$ cat src/rtl/enc_hs_pkg.sv
package enc_hs_pkg;

    // Coding mode: 0 = short-block cellular, 1 = long-block cellular, 2 = 16-state telemetry
    typedef enum logic [1:0] {
        MODE_UMTS  = 2'd0,
        MODE_MCDMA = 2'd1,
        MODE_TLM   = 2'd2
    } enc_mode_e;

    typedef enum logic [1:0] {
        ST_IDLE    = 2'd0,
        ST_LOAD    = 2'd1,
        ST_LATENCY = 2'd2,
        ST_OUTPUT  = 2'd3
    } hs_state_e;

    // Per-cycle handshake events
    typedef struct packed {
        logic take_in;
        logic last_in;
        logic take_out;
        logic last_out;
    } hs_evt_t;

    function automatic int unsigned lat_of(enc_mode_e m);
        case (m)
            MODE_MCDMA: return 9;
            MODE_TLM:   return 12;
            default:    return 10;
        endcase
    endfunction

    function automatic int unsigned max_len_of(enc_mode_e m);
        case (m)
            MODE_MCDMA: return 20730;
            MODE_TLM:   return 8920;
            default:    return 5114;
        endcase
    endfunction

    function automatic logic len_ok(enc_mode_e m, int unsigned n);
        case (m)
            MODE_UMTS:  return (n >= 40) && (n <= 5114);
            MODE_MCDMA: return (n >= 378) && (n <= 20730);
            default:    return (n == 1784) || (n == 3568) || (n == 7136) || (n == 8920);
        endcase
    endfunction

endpackage

$ cat src/rtl/enc_hs_tally.sv
module enc_hs_tally #(
    parameter int W = 8
) (
    input  logic         clk,
    input  logic         rst_n,
    input  logic         clr,
    input  logic         inc,
    output logic [W-1:0] cnt
);

    always_ff @(posedge clk or negedge rst_n) begin
        if (!rst_n) begin
            cnt <= '0;
        end else if (clr) begin
            cnt <= '0;
        end else if (inc) begin
            cnt <= cnt + 1'b1;
        end
    end

endmodule

$ cat src/rtl/enc_hs_lenreg.sv
module enc_hs_lenreg
    import enc_hs_pkg::*;
#(
    parameter enc_mode_e MODE  = MODE_UMTS,
    parameter int        LEN_W = 15
) (
    input  logic             clk,
    input  logic             rst_n,
    input  logic             sync_rst,
    input  logic             window,
    input  logic             strobe,
    input  logic [LEN_W-1:0] len_in,
    output logic [LEN_W-1:0] len_q,
    output logic             take,
    output logic             err_q
);

    logic legal;

    assign legal = len_ok(MODE, 32'(len_in));
    assign take  = window && strobe && legal;

    always_ff @(posedge clk or negedge rst_n) begin
        if (!rst_n) begin
            len_q <= '0;
            err_q <= 1'b0;
        end else if (sync_rst) begin
            len_q <= '0;
            err_q <= 1'b0;
        end else begin
            err_q <= window && strobe && !legal;
            if (take) begin
                len_q <= len_in;
            end
        end
    end

    AST_REJECT_KEEPS_LEN: assert property (@(posedge clk) disable iff (!rst_n)
        (window && strobe && !legal && !sync_rst) |=> (err_q && len_q == $past(len_q)));

endmodule

$ cat src/rtl/blk_enc_handshake.sv
module blk_enc_handshake
    import enc_hs_pkg::*;
#(
    parameter enc_mode_e MODE      = MODE_UMTS,
    parameter int        LEN_W     = 15,
    parameter int        OUT_MULT  = 3,
    parameter int        TAIL_BITS = 12
) (
    input  logic             clk,
    input  logic             rst_n,
    input  logic             sync_rst,
    input  logic             cfg_strobe,
    input  logic [LEN_W-1:0] cfg_len,
    output logic             cfg_err,
    input  logic             in_valid,
    output logic             in_ready,
    output logic             out_ready,
    input  logic             out_read,
    output logic             out_bit
);

    localparam int LAT     = int'(lat_of(MODE));
    localparam int MAX_LEN = int'(max_len_of(MODE));
    localparam int OUT_MAX = MAX_LEN * OUT_MULT + TAIL_BITS;
    localparam int OUT_W   = $clog2(OUT_MAX + 1);
    localparam int LAT_W   = $clog2(LAT + 1);

    hs_state_e        state_q, state_d;
    hs_evt_t          ev;
    logic [LEN_W-1:0] len_q, len_m1, in_cnt;
    logic [OUT_W-1:0] out_cnt, out_len;
    logic [LAT_W-1:0] lat_cnt;
    logic             window, cfg_take, lat_zone, lat_done;

    // Length may be (re)loaded only before any bit of a block is taken
    assign window = (state_q == ST_IDLE) || (state_q == ST_LOAD && in_cnt == '0);

    enc_hs_lenreg #(.MODE(MODE), .LEN_W(LEN_W)) u_lenreg (
        .clk     (clk),
        .rst_n   (rst_n),
        .sync_rst(sync_rst),
        .window  (window),
        .strobe  (cfg_strobe),
        .len_in  (cfg_len),
        .len_q   (len_q),
        .take    (cfg_take),
        .err_q   (cfg_err)
    );

    assign len_m1  = len_q - 1'b1;
    assign out_len = OUT_W'(len_q) * OUT_W'(OUT_MULT) + OUT_W'(TAIL_BITS);

    always_comb begin
        ev.take_in  = (state_q == ST_LOAD) && in_valid && !(window && cfg_strobe);
        ev.last_in  = ev.take_in && (in_cnt == len_m1);
        ev.take_out = (state_q == ST_OUTPUT) && out_read;
        ev.last_out = ev.take_out && (out_cnt == out_len - 1'b1);
    end

    // Latency window opens when input-ready falls, saturates one short of LAT
    assign lat_zone = (state_q == ST_LOAD && in_cnt == len_m1) || (state_q == ST_LATENCY);
    assign lat_done = (lat_cnt == LAT_W'(LAT - 1));

    enc_hs_tally #(.W(LEN_W)) u_in_tally (
        .clk(clk), .rst_n(rst_n),
        .clr(sync_rst || ev.last_out), .inc(ev.take_in), .cnt(in_cnt)
    );

    enc_hs_tally #(.W(OUT_W)) u_out_tally (
        .clk(clk), .rst_n(rst_n),
        .clr(sync_rst || ev.last_out), .inc(ev.take_out), .cnt(out_cnt)
    );

    enc_hs_tally #(.W(LAT_W)) u_lat_tally (
        .clk(clk), .rst_n(rst_n),
        .clr(sync_rst || !lat_zone), .inc(lat_zone && !lat_done), .cnt(lat_cnt)
    );

    always_comb begin
        state_d = state_q;
        case (state_q)
            ST_IDLE:    if (cfg_take)    state_d = ST_LOAD;
            ST_LOAD:    if (ev.last_in)  state_d = ST_LATENCY;
            ST_LATENCY: if (lat_done)    state_d = ST_OUTPUT;
            ST_OUTPUT:  if (ev.last_out) state_d = ST_LOAD;
            default:                     state_d = ST_IDLE;
        endcase
    end

    always_ff @(posedge clk or negedge rst_n) begin
        if (!rst_n) begin
            state_q <= ST_IDLE;
        end else if (sync_rst) begin
            state_q <= ST_IDLE;
        end else begin
            state_q <= state_d;
        end
    end

    assign in_ready  = (state_q == ST_LOAD) && (in_cnt < len_m1);
    assign out_ready = (state_q == ST_OUTPUT);
    assign out_bit   = out_ready && out_cnt[0];

    AST_IN_STALL: assert property (@(posedge clk) disable iff (!rst_n)
        (state_q == ST_LOAD && !in_valid && !sync_rst) |=> (in_cnt == $past(in_cnt)));

    AST_ONE_MORE_BIT: assert property (@(posedge clk) disable iff (!rst_n)
        (state_q == ST_LOAD && !in_ready && in_valid && !sync_rst) |=> (state_q == ST_LATENCY));

    AST_LAT_EXPIRE: assert property (@(posedge clk) disable iff (!rst_n)
        (state_q == ST_LATENCY && lat_done && !sync_rst) |=> out_ready);

    AST_OUT_HOLD: assert property (@(posedge clk) disable iff (!rst_n)
        (out_ready && !out_read && !sync_rst) |=> (out_ready && out_bit == $past(out_bit)));

    AST_RESTART_SAME_LEN: assert property (@(posedge clk) disable iff (!rst_n)
        (ev.last_out && !sync_rst) |=> (in_ready && in_cnt == '0));

    AST_SYNC_RESTART: assert property (@(posedge clk) disable iff (!rst_n)
        sync_rst |=> (!in_ready && !out_ready && len_q == '0));

endmodule

$ cat config.mk
export PLATFORM = sky130hd
export DESIGN_NAME = blk_enc_handshake
export DESIGN_NICKNAME = d
export VERILOG_FILES = /design/src/rtl/enc_hs_pkg.sv /design/src/rtl/enc_hs_tally.sv /design/src/rtl/enc_hs_lenreg.sv /design/src/rtl/blk_enc_handshake.sv
export SDC_FILE = /design/constraint.sdc
export NUM_CORES = 1
export LEC_CHECK = 0
export BUFFER_PORTS_ARGS = -buffer_cell sky130_fd_sc_hd__buf_2
export CAP_MARGIN = 20
export CORE_MARGIN = 2
export CORE_UTILIZATION = 65
export DETAILED_ROUTE_END_ITERATION = 8
export GPL_TIMING_DRIVEN = 0
export PLACE_DENSITY_LB_ADDON = 0.12
export SLEW_MARGIN = 20
export SYNTH_ARGS = -nofsm -noshare
export SYNTH_HDL_FRONTEND = slang
export SYNTH_SLANG_ARGS = --single-unit
$ cat constraint.sdc
create_clock -name clk -period 6.7 [get_ports clk]
set_input_delay 0.335 -clock clk [delete_from_list [all_inputs] [get_ports clk]]
set_output_delay 0.335 -clock clk [all_outputs]
set_load 0.02 [all_outputs]
# == Word-level counts from Yosys, hierarchy flattened ==
# Index checks and enable logic that the tools add are counted.
# totals
wordCells,70
out_inout_bits,4
regBits,51
in_bits,21
# op_classes
muxes,15
reduce_logical,29
n_eq_ne,10
magnitude_cmp,3
n_mul,1
n_addsub,6
# op_table
cell,n
two-way mux 15 bit,4
two-way mux 14 bit,2
adder 15 x 1 -> 15 bit (second input constant),1
== test 15 bit,1
>= comparator 15 x 6 -> 1 bit (second input constant),1
<= comparator 15 x 13 -> 1 bit (second input constant),1
logical NOT 15 bit,1
< comparator 15 bit,1
subtractor 15 x 1 -> 15 bit (second input constant),1
adder 14 x 1 -> 14 bit (second input constant),1
adder 14 x 4 -> 14 bit (second input constant),1
== test 14 bit,1
logical AND 1 bit,14
multiplier 14 x 2 -> 14 bit (second input constant),1
subtractor 14 x 1 -> 14 bit (second input constant),1
two-way mux 2 bit,5
!= test 3 bit (second input constant),3
two-way mux 4 bit,2
case mux 2 bit (4 select lines),1
nonzero test 2 bit,4
adder 4 x 1 -> 4 bit (second input constant),1
== test 2 bit (second input constant),2
== test 4 bit (second input constant),1
logical NOT 1 bit,4
other kinds (6),9

# == Depth between registers and ports, before layout ==
# logic_depth
depth_word,10
ltp_mapped,18
ltp_nobuf,18

# == Cells and area by module ==
# From an unflattened synthesis, not the netlist that was laid out.
# hier_totals
cells_unflattened,511
hier_area_um2,4689.5
# modules_own_cells
module,instances,cells_per_inst,seq_area_each_um2,area_per_inst_um2
blk_enc_handshake,1,265,50.0,2085.8
enc_hs_lenreg,1,80,400.4,874.6
enc_hs_tally at u_in_tally,1,80,375.4,807.0
enc_hs_tally at u_out_tally,1,70,350.3,729.4
enc_hs_tally at u_lat_tally,1,16,100.1,192.7

# == Worst setup path after synthesis ==
# No wires, ideal clock.
# synth_timing
kind,flip-flop to flip-flop
from,register u_lenreg.len_q[2]
to,register state_q[0]
path_slack_ns,3.183
t_arrival_ns,3.375
synth_period_minus_slack_ns,3.517
setup_ns,0.142
required_time_ns,6.558
stages_incl_launch_ff,18
n_path_buf,0
cell_sequence,dfrtp_1 > inv_1 > ha_1 > nand2b_1 > a21boi_0 > nand2_1 > a21boi_0 > nand2_1 > nand2_1 > nand2_1 > xnor2_1 > ha_1 > nand4_1 > nor4_1 > nand3_1 > a222oi_1 > mux2i_1 > o221ai_1
# synth_via
elab_chain_len,7
elab_cells_between_ends,11
classes_between,3 x add/sub; 1 x mul; 4 x eq/ne; 3 x reduce/logical
# synth_rtl
item,line_no,text
"start, declared",enc_hs_lenreg.sv:13,"output logic [LEN_W-1:0] len_q,"
"start signal, assigned",enc_hs_lenreg.sv:33,len_q <= len_in;
multiplier 14 x 2 -> 14 bit,blk_enc_handshake.sv:51,assign out_len = OUT_W'(len_q) * OUT_W'(OUT_MULT) + OUT_W'(TAIL_BITS);
adder 14 x 4 -> 14 bit,blk_enc_handshake.sv:51,
subtractor 14 x 1 -> 14 bit,blk_enc_handshake.sv:57,ev.last_out = ev.take_out && (out_cnt == out_len - 1'b1);
== test 14 bit,blk_enc_handshake.sv:57,
logical AND 1 bit,blk_enc_handshake.sv:57,
!= test 3 x 2 -> 1 bit (no source line),n/a,
AND reduction 4 bit (no source line) *,n/a,
"end signal, assigned",blk_enc_handshake.sv:96,state_q <= state_d;
"end, declared",blk_enc_handshake.sv:28,"hs_state_e state_q, state_d;"
# Every way passes the cells marked *; elsewhere a longest branch is shown, timed or not.
# A chain may end at the register's enable or synchronous reset.

# == Final worst setup path ==
# Same ends and word-level chain as after synthesis.

==> flow_summary.json <==
{
  "hold_viol_final": 0,
  "grt_max_degree": 52,
  "hold_path_class": "in2async",
  "crit_arrival_ns": 4.33,
  "worstPathMaxFanout": 5,
  "dp_hpwl_um": 7080,
  "wl_um": 8970,
  "cap_violations": 0,
  "vias": 3313,
  "cts_buffers": 5,
  "synth_fp_nets": 541,
  "yosysWarnings": 0,
  "vdd_ir_drop_max_uv": 106,
  "clk_path_buf_depth": 2,
  "end_kind": "register",
  "cts_setup_buffers": 0,
  "synth-edff-count": 0,
  "syn_area_mm2": 0.00420,
  "via_per_inst": 5.90,
  "drt_iter0_drc": 171,
  "seq_area_frac_synth_pct": 30.4,
  "clock_skew_ns": 0.00887,
  "synth_seq_cells": 51,
  "dominantRegCellSynth": "dfrtp_1",
  "fin_crit_sh_pct": 62.1,
  "grt_pass1_vias": 3298,
  "die_x_um": 84.4,
  "startpoint": "u_lenreg.len_q[2]$_DFFE_PN0P_",
  "fmax_mhz": 240,
  "io_buffers": 24,
  "nets": 572,
  "cts_tree": "done",
  "drive_above_1_share_pct": 8.66,
  "root_buffer": "clkbuf_8",
  "multi_input_area_mm2": 0.00277,
  "clk-insertion-delay-late_ns": 0.31,
  "coreArea_mm2": 0.00631,
  "area_growth_pct": 7.74,
  "yosysUniqueCellTypes": 53,
  "grt_pass1_wl_um": 15400,
  "fillers": 511,
  "cts_htree_levels": 2,
  "p_leak_nw": 2.21,
  "syn_avg_cell_area_um2": 9.26,
  "power.density_mw_per_mm2": 168,
  "finalMaxSlewViolations": 0,
  "critPathRequiredTime_ns": 6.87,
  "regArea_mm2": 0.00128,
  "design.die.area_mm2": 0.00713,
  "clkSinkCount": 51,
  "layout_common_cells": "ha_1 (66), dfrtp_1 (51), nor2_1 (45), xnor2_1 (32), nand2_1 (30)",
  "stdcell_area_mm2": 0.00453,
  "gp_congestion": 0.927,
  "gr-total-overflow": 0,
  "synthCells": 454,
  "setup_tns_ns": 0,
  "drt_pass1_iterations": 4,
  "final_common_cell": "ha_1",
  "fin_crit_ns": 4.16,
  "drc": 0,
  "whs_ns": 0.0377,
  "num_antenna_cells": 0,
  "critPathKind": "reg2reg",
  "status": "completed",
  "die_h_um": 84.4,
  "cts_hold_buf": 0,
  "rows": 29,
  "drtAntennaViolNets": 0,
  "worst_pin_slew_ns": 0.905,
  "synthArstFlopShare_pct": 100,
  "start_util_pct": 66.6,
  "report.final.setup_viol": 0,
  "rsz0062_at_grt": "no",
  "cts.clk_slew.worst_paths_ns": 0.09,
  "rr_startpoint": "u_lenreg.len_q[2]$_DFFE_PN0P_",
  "wl_per_cell_um": 16.0,
  "crit_path_start_kind": "register",
  "placed_cell_area_mm2": 0.00442,
  "grtUsageTotal_pct": 26.6,
  "io_pins": 25,
  "slew_headroom_pct": 38.8,
  "cts_resized": 0,
  "finish.utilization_pct": 71.7,
  "antenna_found_initial": 0
}
-- Yosys cell counts (all sizes together), types with 9 or more instances --
cell   count  area [um^2]
nor2      45          169
a21oi     20          100
nand3     19         95.1
and3       9         56.3
ha        66          826
nand2     30          113
xor2      28          245
nand4     10         62.6
o21ai     12         63.8
xnor2     32          280
dfrtp     51         1280
a22o      13          114
inv       28          105
nor3      10         55.1
-- registers in the layout, indices dropped and copies added (netlist names) --
| register | flops |
|---|---|
| u_lenreg.err_q | 1 |
| u_out_tally.cnt | 14 |
| u_in_tally.cnt | 15 |
| u_lat_tally.cnt | 4 |
| u_lenreg.len_q | 15 |
| state_q | 2 |
-- metrics by stage --
stage               setup WS (ns)  power (W)  cells
detailed placement           2.52   0.000552    555
finish                       2.54   0.000760    562
global placement             2.61   0.000545    555
global route                 2.14   0.000807    562
CTS                          2.50   0.000767    562
floorplan                    3.18   0.000492    454
-- final cells by class --
type                            count  area share, %
Timing Repair Buffer               24           2.71
Sequential cell                    51           28.2
Inverter                           28           2.32
Clock inverter                      2          0.829
Clock buffer                        5           1.52
Multi-Input combinational cell    366           61.2
Tap cell                           77           2.13
Buffer                              9           1.13
-- power by group --
group	switching, W	internal [W]	leakage [nW]
clock network	0.000103	0.000109	0.0502
logic	0.000126	0.0000918	1.45
registers	0.0000130	0.000317	0.710
total	0.000242	0.000518	2.21
-- metal layers --
layer	GRT usage, %	routed length (um)
met1	34.4	4030
met2	46.1	4500
met3	4.42	301
met4	7.36	146
met5	0	0
-- critical path, cell delays in order, from the launching register on --
cell,delay (ns)
dfrtp_1,0.49
inv_1,0.16
ha_1,0.17
nand2b_1,0.09
a21boi_0,0.29
nand2_1,0.13
a21boi_0,0.31
nand2_1,0.14
nand2_1,0.09
nand2_1,0.06
xnor2_1,0.13
ha_1,0.29
nand4_1,0.13
nor4_1,0.47
nand3_1,0.15
a222oi_1,0.54
mux2i_1,0.26
o221ai_1,0.13
-- final timing paths --
| check | end | slack (ns) | depth (start not counted) |
|---|---|---|---|
| max | state_q[0]$_DFFE_PN0P_ | 2.54 | 17 |
| min | u_lat_tally.cnt[1]$_DFFE_PN0P_ | 0.04 | 1 |
| max reg2reg | state_q[0]$_DFFE_PN0P_ | 2.54 | 17 |
| min reg2reg | u_lenreg.len_q[13]$_DFFE_PN0P_ | 0.50 | 1 |
| max in group asynchronous | u_out_tally.cnt[1]$_DFFE_PN0P_ | 6.21 | 1 |
| min in group clk | u_lenreg.len_q[1]$_DFFE_PN0P_ | 0.26 | 2 |
-- cell families (layout without fill, tap and decap cells) --
kind of cell             after synthesis  in the layout  share of synthesized area (%)
multiplexers                           6              6                           1.46
adder cells (fa/ha/maj)               66             66                           19.6
AND/OR/NAND/NOR                      157            157                           19.0
AO/OA/AOI/OAI                         76             76                           12.7
XOR/XNOR                              61             61                           13.0
buffers and inverters                 37             68                           3.72
flip-flops                            51             51                           30.4
Note: power is estimated with default switching activity, not from simulation.
